[config.mk]
export PLATFORM = sky130hd
export DESIGN_NAME = wdog_steer
export DESIGN_NICKNAME = d
export VERILOG_FILES = /design/src/rtl/wdog_pkg.sv /design/src/rtl/wdog_cfg.sv /design/src/rtl/wdog_counter.sv /design/src/rtl/wdog_action.sv /design/src/rtl/wdog_steer.sv
export SDC_FILE = /design/constraint.sdc
export NUM_CORES = 1
export LEC_CHECK = 0
export ABC_AREA = 1
export BUFFER_PORTS_ARGS = -buffer_cell sky130_fd_sc_hd__buf_2
export CAP_MARGIN = 0
export CORE_MARGIN = 10
export CORE_UTILIZATION = 60
export DETAILED_ROUTE_END_ITERATION = 6
export PLACE_DENSITY = 0.8
export SLEW_MARGIN = 20
export SYNTH_ARGS = -nofsm -noshare
export SYNTH_HDL_FRONTEND = slang
export SYNTH_HIERARCHICAL = 1
export SYNTH_SLANG_ARGS = --single-unit
[constraint.sdc]
create_clock -name clk -period 4 [get_ports clk]
set_clock_uncertainty 0.1 [all_clocks]
set_input_delay 0.6 -clock clk [delete_from_list [all_inputs] [get_ports clk]]
set_output_delay 0.6 -clock clk [all_outputs]
set_load 0.05 [all_outputs]
[src/rtl/wdog_pkg.sv]
package wdog_pkg;
  typedef enum logic {
    STEER_IRQ   = 1'b0,
    STEER_RESET = 1'b1
  } steer_e;
endpackage

[src/rtl/wdog_cfg.sv]
module wdog_cfg #(
  parameter int MULT_W = 5,
  parameter int RES_W  = 2,
  localparam int REG_W = MULT_W + RES_W + 1
) (
  input  logic             clk,
  input  logic             rst,
  input  logic             wr,
  input  logic             rd,
  input  logic [REG_W-1:0] wdata,
  input  logic             clr,
  output logic [REG_W-1:0] q,
  output logic             restart,
  output logic [REG_W-1:0] load_val
);
  always_ff @(posedge clk) begin
    if (rst)       q <= '0;
    else if (wr)   q <= wdata;
    else if (clr)  q <= '0;
  end

  assign restart  = wr | rd;
  assign load_val = wr ? wdata : q;

  AST_CLR_ZEROES: assert property (@(posedge clk) disable iff (rst)
    (clr && !wr) |=> (q == '0));
  AST_READ_KEEPS: assert property (@(posedge clk) disable iff (rst)
    (rd && !wr && !clr) |=> $stable(q));
endmodule

[src/rtl/wdog_counter.sv]
module wdog_counter #(
  parameter int MULT_W = 5,
  parameter int RES_W  = 2,
  localparam int REG_W = MULT_W + RES_W + 1,
  localparam int CNT_W = MULT_W + 2 * ((1 << RES_W) - 1)
) (
  input  logic             clk,
  input  logic             rst,
  input  logic             load,
  input  logic [REG_W-1:0] load_val,
  input  logic             tick,
  output logic             expire
);
  logic [CNT_W-1:0]  cnt;
  logic              run;
  logic [MULT_W-1:0] mult;
  logic [RES_W-1:0]  res;
  logic [CNT_W-1:0]  span;

  assign res  = load_val[RES_W-1:0];
  assign mult = load_val[RES_W +: MULT_W];
  assign span = CNT_W'(mult) << {res, 1'b0};

  always_ff @(posedge clk) begin
    if (rst) begin
      cnt <= '0;
      run <= 1'b0;
    end else if (load) begin
      cnt <= span;
      run <= (mult != '0);
    end else if (tick && run) begin
      cnt <= cnt - 1'b1;
      if (cnt == CNT_W'(1)) run <= 1'b0;
    end
  end

  assign expire = tick & run & ~load & (cnt == CNT_W'(1));

  AST_HALT_HOLDS: assert property (@(posedge clk) disable iff (rst)
    (!run && !load) |=> !run);
  AST_NO_UNDERFLOW: assert property (@(posedge clk) disable iff (rst)
    run |-> (cnt != '0));
  AST_ZERO_MULT_IDLE: assert property (@(posedge clk) disable iff (rst)
    (load && mult == '0) |=> !run);
endmodule

[src/rtl/wdog_action.sv]
module wdog_action
  import wdog_pkg::*;
(
  input  logic   clk,
  input  logic   rst,
  input  logic   expire,
  input  steer_e steer,
  input  logic   restart,
  output logic   flag,
  output logic   rst_req,
  output logic   cent_clr,
  output logic   irq
);
  always_ff @(posedge clk) begin
    if (rst) begin
      flag     <= 1'b0;
      rst_req  <= 1'b0;
      cent_clr <= 1'b0;
      irq      <= 1'b0;
    end else begin
      if (restart)     flag <= 1'b0;
      else if (expire) flag <= 1'b1;
      rst_req  <= expire && (steer == STEER_RESET);
      cent_clr <= expire && (steer == STEER_RESET);
      irq      <= expire && (steer == STEER_IRQ);
    end
  end

  AST_FLAG_DROPS: assert property (@(posedge clk) disable iff (rst)
    restart |=> !flag);
  AST_RST_ONE_CYCLE: assert property (@(posedge clk) disable iff (rst)
    rst_req |=> !rst_req);
  AST_CENT_WITH_RST: assert property (@(posedge clk) disable iff (rst)
    cent_clr == rst_req);
  AST_IRQ_ONE_CYCLE: assert property (@(posedge clk) disable iff (rst)
    irq |=> !irq);
  AST_IRQ_FLAGGED: assert property (@(posedge clk) disable iff (rst)
    irq |-> flag);
  AST_EXCLUSIVE: assert property (@(posedge clk) disable iff (rst)
    !(irq && rst_req));
endmodule

[src/rtl/wdog_steer.sv]
module wdog_steer
  import wdog_pkg::*;
#(
  parameter int MULT_W = 5,
  parameter int RES_W  = 2,
  localparam int REG_W = MULT_W + RES_W + 1
) (
  input  logic             clk,
  input  logic             rst,
  input  logic             cfg_wr,
  input  logic             cfg_rd,
  input  logic [REG_W-1:0] cfg_wdata,
  input  logic             tick16,
  output logic [REG_W-1:0] cfg_q,
  output logic             wd_flag,
  output logic             sys_rst_req,
  output logic             century_clr,
  output logic             irq_pulse
);
  logic             restart;
  logic             expire;
  logic [REG_W-1:0] load_val;
  steer_e           steer;

  assign steer = steer_e'(cfg_q[REG_W-1]);

  wdog_cfg #(.MULT_W(MULT_W), .RES_W(RES_W)) u_cfg (
    .clk(clk), .rst(rst), .wr(cfg_wr), .rd(cfg_rd), .wdata(cfg_wdata),
    .clr(expire && steer == STEER_RESET), .q(cfg_q),
    .restart(restart), .load_val(load_val)
  );

  wdog_counter #(.MULT_W(MULT_W), .RES_W(RES_W)) u_cnt (
    .clk(clk), .rst(rst), .load(restart), .load_val(load_val),
    .tick(tick16), .expire(expire)
  );

  wdog_action u_act (
    .clk(clk), .rst(rst), .expire(expire), .steer(steer),
    .restart(restart), .flag(wd_flag), .rst_req(sys_rst_req),
    .cent_clr(century_clr), .irq(irq_pulse)
  );

  AST_RST_CLEARS_CFG: assert property (@(posedge clk) disable iff (rst)
    sys_rst_req |-> (cfg_q == '0));
endmodule

==> reports/results.txt <==
Die height -> 69.9 um
Design area -> 1610 um^2
Tcrit/Tclk final -> 47.7%
Synthesized netlist net count -> 261
WP buf/inv -> 3
Worst Tran Pin Value -> 0.313 ns
Core area -> 2430 um^2
Worst slew margin -> 79.1%
Antenna-violating nets left -> 0
Post-Syn Area -> 1500 um^2
Antenna violations before repair -> 0
Nets@finish -> 283
Synth-to-layout area growth -> 7.36%
DR vias -> 1492
Final count of hold timing violations -> 0
Die footprint -> 4890 um^2
N_diodes -> 0
Worst Path Class, Setup -> input pin to flop
Max clock buf depth -> 2
TritonCTS buffer count -> 3
I/O Pins -> 25
Post-layout util -> 66.0%
Peak Freq -> 0.524 GHz
GRT Total Usage -> 13.5%
Clk Tree Root Cell -> clkbuf_4
Fill count -> 238
Hold Buf Count CTS -> 0
Placer Congestion -> 0.886
CP arrival -> 2.03 ns
Worst Hold Class -> flop to flop
Initial Util -> 61.5%
Buffers on Ports -> 24
Post-CTS Setup Bufs -> 0
Cell Chain, Critical Path -> buf_2 > or2_1 > nor2_1 > nand3b_1 > inv_1 > nand2_1 > inv_1 > nand2_1 > nand2_1 > nor2_1
CP top delay family -> simple AND/OR/NAND/NOR gates
Largest net degree at the start of global routing -> 18
Post-Syn Instances -> 246
Slowest CP cell -> or2_1
CTS tree -> done
Crit path max fanout -> 17
Startpoint types -> input pin
Routed wire per std cell -> 11.0 um
Total negative setup slack -> 0 ns
DRT Pass-1 Iters -> 4
H-tree lvl count -> 1
Slew Limit Fails -> 0
Run status -> finished, final reports clean
Wire length on met3 -> 269 um
Clk network pwr share -> 20.7%
Pint -> 330 uW
Logic gate share of total power -> 30.0%
Sequential share of power -> 49.3%
Site Rows -> 18
Post-layout min period -> 1.91 ns
GRT overflow -> 0
Synth warn -> 6
Post-Route M1 WL -> 1.49 mm
Max-Cap Viols -> 0
Placed Instance Area -> 1580 um^2
Worst setup EP type -> flop
Die width -> 69.9 um
Pwr Density -> 323 nW/um^2
Final setup vio count -> 0
Clock slew at reported path FFs -> 0.13 ns
Routed wl met2 -> 1.45 mm
Share of layout cells above drive strength 1 -> 14.6%
Syn_area_per_cell -> 6.08 um^2
R2r setup slk -> 2.23 ns
Worst-skew pair later-pin latency -> 0.31 ns
Switch Pwr -> 189 uW
Peak supply drop -> 238 uV
Vias in the first global route -> 1368
Worst endpoint required time -> 4.12 ns
Switching part of the total power -> 36.5%
CTS sink count -> 23
Drt total wl -> 3.26 mm
Hpwl dp -> 2.63 mm
Hold_ws -> 0.390 ns
RSZ-0062 raised after global routing -> no
DR iter-0 viols -> 111
CP most frequent cell -> nand2_1
Post_cts resized -> 0
Residual DRC count -> 0
Crit path largest cell delay -> 0.36 ns
First-pass GRT wire length -> 5.74 mm
Max layer used -> met4
Drt via density -> 5.02
LEAKAGE -> 0.889 nW
-- per-layer routing --
metal,GRT usage (%),vias up
met5,0,-
met2,20.6,43
met1,16.7,652
met4,6.58,0
met3,4.24,6
li1,-,791
-- flip-flops by register name, summed over array words and instances (netlist names) --
register        count
u_act/irq           1
u_cfg/q             8
u_act/flag          1
u_act/cent_clr      1
u_cnt/cnt          11
u_cnt/run           1
-- power by group through the flow --
stage	Combinational, mW	Clock, mW	Sequential [mW]
2_1_floorplan	0.110	0	0.274
3_3_place_gp	0.153	0	0.261
3_5_place_dp	0.155	0	0.261
4_1_cts	0.155	0.112	0.256
5_1_grt	0.179	0.121	0.258
6_report	0.156	0.108	0.256
-- worst paths after layout --
kind                startpoint          to  cells after the start
setup / recovery        cfg_wr  u_cfg/q[3]                     10
hold / removal      u_cfg/q[7]   u_act/irq                      1
setup reg to reg  u_cnt/cnt[6]  u_cfg/q[3]                     10
hold reg to reg     u_cfg/q[7]   u_act/irq                      1
-- per-stage QoR --
step	setup WS [ns]	total power, mW	cells
after CTS	2.10	0.523	297
after detailed placement	1.77	0.416	293
after global placement	1.81	0.414	293
after global routing	1.93	0.557	297
after floorplan	1.92	0.384	246
final	2.09	0.519	297
-- layout make-up --
cell class                 instances  area, um^2  share of cell area (%)
multi-input combinational        168         779                    48.6
sequential                        23         460                    28.7
inverter                          48         180                    11.2
timing repair buffer              24         120                    7.48
tap                               30        37.5                    2.34
clock buffer                       3        22.5                    1.40
clock inverter                     1        5.00                   0.312
-- layout by cell type (no fill, tap or decap) --
cell / instances
a21oi_1: 13
a31oi_1: 4
buf_2: 24
clkbuf_4: 3
clkinv_2: 1
dfxtp_1: 23
ha_1: 2
inv_1: 47
inv_2: 1
mux2i_1: 1
nand2_1: 61
nand2_2: 3
nand2_4: 1
nand3_1: 10
nand3b_1: 1
nand4_1: 3
nor2_1: 43
nor2_2: 4
nor2_4: 2
nor3_1: 1
o211ai_1: 1
o21ai_0: 14
o21ai_1: 1
o31ai_1: 1
or2_1: 1
xor2_1: 1
-- worst register-to-register path: cells and delay by family, from the launching register on --
kind / cells / cell delay (ns)
DFF: 1 / 0.35
buffers and inverters: 3 / 0.45
and+or+nand+nor: 7 / 0.78
Note: power is estimated with default switching activity, not from simulation.
